--- config.mk ---
export PLATFORM = sky130hd
export DESIGN_NAME = sinc3_decimator
export DESIGN_NICKNAME = d
export VERILOG_FILES = /design/src/rtl/sinc3_pkg.sv /design/src/rtl/sinc3_rate_ctrl.sv /design/src/rtl/sinc3_channel.sv /design/src/rtl/sinc3_gain_sat.sv /design/src/rtl/sinc3_decimator.sv
export SDC_FILE = /design/constraint.sdc
export NUM_CORES = 2
export LEC_CHECK = 0
export ABC_CLOCK_PERIOD_IN_PS = 21600
export BUFFER_PORTS_ARGS = -buffer_cell sky130_fd_sc_hd__buf_4
export CAP_MARGIN = 10
export CORE_MARGIN = 2
export CORE_UTILIZATION = 40
export DETAILED_ROUTE_END_ITERATION = 12
export PLACE_DENSITY = 0.67
export SLEW_MARGIN = 10
export SYNTH_ARGS = -nofsm -noshare
export SYNTH_HDL_FRONTEND = slang
export SYNTH_SLANG_ARGS = --single-unit
--- constraint.sdc ---
create_clock -name clk -period 21.6 [get_ports clk]
set_clock_uncertainty 0.1 [all_clocks]
set_input_delay 1.08 -clock clk [delete_from_list [all_inputs] [get_ports clk]]
set_output_delay 1.08 -clock clk [all_outputs]
set_load 0.02 [all_outputs]
--- src/rtl/sinc3_pkg.sv ---
package sinc3_pkg;

    localparam int MAX_LOG2  = 12;
    localparam int RATIO_W   = MAX_LOG2 + 1;
    localparam int CODE_W    = 4;
    localparam int COEF_W    = 18;
    localparam int COEF_FRAC = COEF_W - 1;

    localparam logic [COEF_W-1:0] GAIN_UNITY = 18'd131072;
    localparam logic [COEF_W-1:0] GAIN_DOWN  = 18'd130859;
    localparam logic [COEF_W-1:0] GAIN_UP    = 18'd131328;

    typedef struct packed {
        logic [RATIO_W-1:0] ratio;
        logic [3:0]         span_log2;
        logic [COEF_W-1:0]  gain;
    } osr_info_t;

    function automatic osr_info_t osr_lookup(input logic [CODE_W-1:0] code);
        osr_info_t r;
        case (code)
            4'd0:    r = '{ratio: 13'd4096, span_log2: 4'd12, gain: GAIN_UNITY};
            4'd1:    r = '{ratio: 13'd2048, span_log2: 4'd11, gain: GAIN_UNITY};
            4'd2:    r = '{ratio: 13'd1024, span_log2: 4'd10, gain: GAIN_UNITY};
            4'd3:    r = '{ratio: 13'd800,  span_log2: 4'd10, gain: GAIN_DOWN};
            4'd4:    r = '{ratio: 13'd768,  span_log2: 4'd10, gain: GAIN_UP};
            4'd5:    r = '{ratio: 13'd512,  span_log2: 4'd9,  gain: GAIN_UNITY};
            4'd6:    r = '{ratio: 13'd400,  span_log2: 4'd9,  gain: GAIN_DOWN};
            4'd7:    r = '{ratio: 13'd384,  span_log2: 4'd9,  gain: GAIN_UP};
            4'd8:    r = '{ratio: 13'd256,  span_log2: 4'd8,  gain: GAIN_UNITY};
            4'd9:    r = '{ratio: 13'd200,  span_log2: 4'd8,  gain: GAIN_DOWN};
            4'd10:   r = '{ratio: 13'd192,  span_log2: 4'd8,  gain: GAIN_UP};
            4'd11:   r = '{ratio: 13'd96,   span_log2: 4'd7,  gain: GAIN_UP};
            4'd12:   r = '{ratio: 13'd64,   span_log2: 4'd6,  gain: GAIN_UNITY};
            4'd13:   r = '{ratio: 13'd48,   span_log2: 4'd6,  gain: GAIN_UP};
            default: r = '{ratio: 13'd32,   span_log2: 4'd5,  gain: GAIN_UNITY};
        endcase
        return r;
    endfunction

endpackage

--- src/rtl/sinc3_rate_ctrl.sv ---
module sinc3_rate_ctrl
    import sinc3_pkg::*;
(
    input  logic              clk,
    input  logic              rst_n,
    input  logic              start,
    input  logic [CODE_W-1:0] osr_code,
    input  logic              mod_valid,
    output logic              clr,
    output logic              take,
    output logic              tick,
    output logic              release_word,
    output osr_info_t         info
);
    localparam int CNT_W = MAX_LOG2;

    typedef struct packed {
        logic [CODE_W-1:0] code;
        logic [CNT_W-1:0]  cnt;
        logic              primed;
    } rate_state_t;

    rate_state_t st_d, st_q;
    logic        last_slot;

    assign info      = osr_lookup(st_q.code);
    assign last_slot = ({1'b0, st_q.cnt} == (info.ratio - RATIO_W'(1)));

    always_comb begin
        st_d         = st_q;
        clr          = start || (osr_code != st_q.code);
        take         = mod_valid && !clr;
        tick         = take && last_slot;
        release_word = tick && st_q.primed;
        if (clr) begin
            st_d.code   = osr_code;
            st_d.cnt    = '0;
            st_d.primed = 1'b0;
        end else if (take) begin
            if (last_slot) begin
                st_d.cnt    = '0;
                st_d.primed = 1'b1;
            end else begin
                st_d.cnt = st_q.cnt + CNT_W'(1);
            end
        end
    end

    always_ff @(posedge clk or negedge rst_n) begin
        if (!rst_n) st_q <= '0;
        else        st_q <= st_d;
    end
endmodule

--- src/rtl/sinc3_channel.sv ---
module sinc3_channel #(
    parameter int ACC_W = 38
) (
    input  logic                    clk,
    input  logic                    rst_n,
    input  logic                    clr,
    input  logic                    take,
    input  logic                    tick,
    input  logic                    mod_bit,
    output logic signed [ACC_W-1:0] conv
);
    typedef struct packed {
        logic signed [ACC_W-1:0] int1;
        logic signed [ACC_W-1:0] int2;
        logic signed [ACC_W-1:0] int3;
        logic signed [ACC_W-1:0] dly1;
        logic signed [ACC_W-1:0] dly2;
        logic signed [ACC_W-1:0] dly3;
        logic signed [ACC_W-1:0] res;
    } chan_state_t;

    chan_state_t st_d, st_q;
    logic signed [ACC_W-1:0] x, a1, a2, a3, c1, c2, c3;

    assign conv = st_q.res;

    always_comb begin
        st_d = st_q;
        x    = mod_bit ? ACC_W'(1) : '1;
        a1   = st_q.int1 + x;
        a2   = st_q.int2 + a1;
        a3   = st_q.int3 + a2;
        c1   = a3 - st_q.dly1;
        c2   = c1 - st_q.dly2;
        c3   = c2 - st_q.dly3;
        if (clr) begin
            st_d = '0;
        end else if (take) begin
            st_d.int1 = a1;
            st_d.int2 = a2;
            st_d.int3 = a3;
            if (tick) begin
                st_d.dly1 = a3;
                st_d.dly2 = c1;
                st_d.dly3 = c2;
                st_d.res  = c3;
            end
        end
    end

    always_ff @(posedge clk or negedge rst_n) begin
        if (!rst_n) st_q <= '0;
        else        st_q <= st_d;
    end
endmodule

--- src/rtl/sinc3_gain_sat.sv ---
module sinc3_gain_sat
    import sinc3_pkg::*;
#(
    parameter int ACC_W = 38,
    parameter int OUT_W = 24
) (
    input  logic signed [ACC_W-1:0] raw,
    input  logic [COEF_W-1:0]       gain,
    input  logic [3:0]              span_log2,
    output logic signed [OUT_W-1:0] word
);
    localparam int PROD_W = ACC_W + COEF_W + 1;
    localparam int TOP_W  = PROD_W - OUT_W + 1;

    logic signed [PROD_W-1:0] raw_x, gain_x, prod, half, rounded, shifted;
    logic [PROD_W-1:0]        one;
    logic [TOP_W-1:0]         top_bits;
    int                       shamt;

    always_comb begin
        raw_x    = {{(PROD_W-ACC_W){raw[ACC_W-1]}}, raw};
        gain_x   = {{(PROD_W-COEF_W){1'b0}}, gain};
        prod     = raw_x * gain_x;
        shamt    = COEF_FRAC + 3 * int'(span_log2) - (OUT_W - 1);
        one      = PROD_W'(1);
        half     = $signed(one << (shamt - 1));
        rounded  = prod + half;
        shifted  = rounded >>> shamt;
        top_bits = shifted[PROD_W-1:OUT_W-1];
        if ((&top_bits) || !(|top_bits)) begin
            word = shifted[OUT_W-1:0];
        end else if (shifted[PROD_W-1]) begin
            word = {1'b1, {(OUT_W-1){1'b0}}};
        end else begin
            word = {1'b0, {(OUT_W-1){1'b1}}};
        end
    end
endmodule

--- src/rtl/sinc3_decimator.sv ---
module sinc3_decimator
    import sinc3_pkg::*;
#(
    parameter int NUM_CH = 2,
    parameter int OUT_W  = 24
) (
    input  logic                    clk,
    input  logic                    rst_n,
    input  logic                    start,
    input  logic [3:0]              osr_code,
    input  logic                    mod_valid,
    input  logic [NUM_CH-1:0]       mod_bits,
    output logic [NUM_CH*OUT_W-1:0] out_data,
    output logic                    drdy_n
);
    localparam int ACC_W = 3 * MAX_LOG2 + 2;

    typedef struct packed {
        logic [NUM_CH-1:0][OUT_W-1:0] words;
        logic                         rdy_n;
    } out_state_t;

    out_state_t out_d, out_q;
    logic       clr, take, tick, release_word;
    osr_info_t  info;
    logic signed [ACC_W-1:0] conv   [NUM_CH];
    logic signed [OUT_W-1:0] scaled [NUM_CH];

    sinc3_rate_ctrl u_rate (
        .clk          (clk),
        .rst_n        (rst_n),
        .start        (start),
        .osr_code     (osr_code),
        .mod_valid    (mod_valid),
        .clr          (clr),
        .take         (take),
        .tick         (tick),
        .release_word (release_word),
        .info         (info)
    );

    for (genvar c = 0; c < NUM_CH; c++) begin : g_ch
        sinc3_channel #(.ACC_W(ACC_W)) u_chan (
            .clk     (clk),
            .rst_n   (rst_n),
            .clr     (clr),
            .take    (take),
            .tick    (tick),
            .mod_bit (mod_bits[c]),
            .conv    (conv[c])
        );
        sinc3_gain_sat #(.ACC_W(ACC_W), .OUT_W(OUT_W)) u_scale (
            .raw       (conv[c]),
            .gain      (info.gain),
            .span_log2 (info.span_log2),
            .word      (scaled[c])
        );
    end

    always_comb begin
        out_d       = out_q;
        out_d.rdy_n = !release_word;
        if (release_word) begin
            for (int c = 0; c < NUM_CH; c++) begin
                out_d.words[c] = scaled[c];
            end
        end
    end

    always_ff @(posedge clk or negedge rst_n) begin
        if (!rst_n) begin
            out_q       <= '0;
            out_q.rdy_n <= 1'b1;
        end else begin
            out_q <= out_d;
        end
    end

    assign out_data = out_q.words;
    assign drdy_n   = out_q.rdy_n;
endmodule

==> flow_metrics.env <==
export IMPL_outcome="finished, final reports clean"
export IMPL_reg2reg_depth=35
export IMPL_die_width_um=484
export IMPL_min_period_ns=13.45
export IMPL_drc=0
export IMPL_synth_common_cells="inv_1 (1,753), nand2_1 (1,003), ha_1 (972)"
export IMPL_end_kind="register"
export IMPL_core_area_mm2=0.229
export IMPL_ioPinCount=59
export IMPL_dieArea_mm2=0.234
export IMPL_p_sw_w=0.00259
export IMPL_syn_area_mm2=0.0920
export IMPL_ant_nets=0
export IMPL_dr_pass1_iters=12
export IMPL_post_cts_resized=0
export IMPL_max_cap_violations=0
export IMPL_avgSynthCellArea_um2=8.43
export IMPL_setup_viol=0
export IMPL_hp_class="primary input to async pin"
export IMPL_synth_distinct_cells=119
export IMPL_clk_latency_ns=0.70
export IMPL_fin_util_pct=42.7
export IMPL_gp_congestion=1.09
export IMPL_hold_buffers=0
export IMPL_wl_per_cell_um=19.5
export IMPL_vdd_ir_drop_max_v=0.0000627
export IMPL_fmax_mhz=74.3
export IMPL_clkPwrFrac_pct=23.1
export IMPL_cp_max_fo=16
export IMPL_initial_core_util_pct=40.1
export IMPL_grt_pass1_wl_um=429000
export IMPL_cts_root_buf="clkbuf_16"
export IMPL_worstMarginPinSlew_ns=1.32
export IMPL_io_buffers=58
export IMPL_fin_nets=12700
export IMPL_dpl_cell_count=13700
export IMPL_slew_headroom_pct=12.0
export IMPL_yosys_area_top_type="fa_1"
export IMPL_cts_buffer_depth=3
export IMPL_period_share_pct=62.3
export IMPL_vias_per_cell=5.47
export IMPL_cpMaxStageDelayCell="nor2_1"
export IMPL_cts_sinks=598
export IMPL_maxSlewViolCount=0
export IMPL_die_y_um=484
export IMPL_leakage_nw=46.6
export IMPL_rsz0062_at_grt="no"
export IMPL_worstSetupPathType="register to register"
export IMPL_power_frac_comb_pct=56.4
export IMPL_synth_flop_cell="dfrtp_1"
export IMPL_yosys_warnings=0
export IMPL_row_count=176
export IMPL_cts_setup_buffers=0
export IMPL_drive_gt1_share_pct=4.12
export IMPL_first_iter_violations=6066
export IMPL_grt_pass1_vias=75600
export IMPL_p_int_w=0.00293
export IMPL_hold_viol=0
export IMPL_synthesis_instances=10900
export IMPL_power_frac_seq_pct=20.5
export IMPL_htreeDepth=3
export IMPL_grt_total_usage_pct=22.9
export IMPL_yosys_cell_count_top_type="inv_1"
export IMPL_crit_required_ns=22.09
export IMPL_switching_share_pct=46.9
export IMPL_antenna_found_initial=6
export IMPL_synth_seq_cells=598
export IMPL_wl_um=269000
export IMPL_netlist_top_cells_area="fa_1 (21%), dfrtp_1 (16%), ha_1 (13%)"
export IMPL_cp_slowest_stage_delay_ns=0.87
export IMPL_tns_ns=0
export IMPL_setup_slack_ns=8.15
export IMPL_whs_ns=0.346
export IMPL_cts_buffers=76
export IMPL_dp_slack_ns=8.52
export IMPL_startpoint_type="register"
export IMPL_grt_max_degree=131
export IMPL_seq_area_frac_synth_pct=16.3
export IMPL_yosysTopAreaCellShare_pct=20.8
export IMPL_cts_reportedPaths_clkPinSlew_ns=0.06
export IMPL_ys_async_sr_fraction_pct=100
export IMPL_stdcell_count=13800
export IMPL_grt_remaining_overflow=0
export IMPL_dp_hpwl_um=219000
export IMPL_cts_tree="built"
export IMPL_crit_arrival_ns=13.94
export IMPL_num_vias=75700
export IMPL_synth_edf_count=0
export IMPL_power_density_mw_per_mm2=56.3
export IMPL_syn_to_final_growth_pct=6.50
## layer usage
layer	vias up	GRT usage (%)	wire [µm]
li1	36300	-	-
met3	626	3.93	18800
met4	2	9.81	13500
met2	2431	36.1	117000
met5	-	0	13
met1	36300	30.8	120000
## worst paths after layout
check | start | endpoint | slack [ns]
worst max-delay path | u_rate.st_q[14] | out_data[4] | 8.15
worst min-delay path | rst_n | g_ch[0].u_chan.st_q[260] | 0.35
worst max register to register | u_rate.st_q[14] | out_data[4] | 8.15
worst min register to register | out_data[22] | out_data[22] | 0.38
max in group asynchronous | rst_n | g_ch[1].u_chan.st_q[141] | 18.85
min in group clk | out_data[22] | out_data[22] | 0.38
## final cells by class
class,instances,area [µm²]
flip-flops and latches,598,15000
inverters,1757,6600
diodes,1,2.50
clock inverters,22,246
well taps,3026,3790
fillers,22800,131000
multi-input cells,8179,69100
clock buffers,112,2220
repair buffers,140,1100
## power groups by stage
stage / Combinational (W) / Clock [W] / Sequential (W)
2_1_floorplan: 0.00215 / 0 / 0.00115
3_3_place_gp: 0.00300 / 0 / 0.00115
5_1_grt: 0.00334 / 0.00135 / 0.00113
4_1_cts: 0.00300 / 0.00132 / 0.00113
6_report: 0.00311 / 0.00127 / 0.00113
3_5_place_dp: 0.00299 / 0 / 0.00115
## worst max-delay path: cells and delay by family, from the launching register on
family	cells	cell delay, ns
AOI/OAI and AO/OA	15	5.19
and+or+nand+nor	11	4.01
adders and majority gates	5	2.03
muxes	1	0.70
DFF	1	0.57
buffers and inverters	2	0.47
xor gates and xnor gates	1	0.22
## cells by family after synthesis
| kind of cell | after synthesis | synth area share [%] |
|---|---|---|
| simple gates | 2948 | 14.7 |
| compound gates | 2424 | 17.1 |
| buf+inv | 2146 | 8.84 |
| fa+ha+maj | 1929 | 34.0 |
| flops | 598 | 16.3 |
| xor+xnor | 539 | 5.24 |
| mux | 329 | 3.85 |
| other cells | 2 | 0.00816 |
## registers in the layout (all words and copies together) (netlist names)
signal,flops
u_rate.st_q,17
out_data,48
drdy_n,1
g_ch.u_chan.conv,76
g_ch.u_chan.st_q,456
## per-stage QoR
stage                     cell area (µm²)  power (W)
after floorplan                     92000    0.00330
after global placement              95500    0.00415
after detailed placement            95500    0.00414
after CTS                           98000    0.00545
after global routing                98000    0.00582
final                               98000    0.00552
## placed cells by master (no fill, tap or decap), drive strengths merged, types with 63 or more instances in the layout
cell type / count
inv: 1760
nand2: 1007
ha: 972
fa: 957
nor2: 839
a21oi: 706
dfrtp: 597
o21ai: 545
xnor2: 377
mux2i: 289
nand3: 225
and2: 215
nor3: 194
a21o: 175
xor2: 157
buf: 140
a211oi: 116
clkbuf: 112
o21a: 106
and3: 95
o211ai: 94
a31oi: 87
o21bai: 76
nand2b: 63
Note: power is estimated with default switching activity, not from simulation.
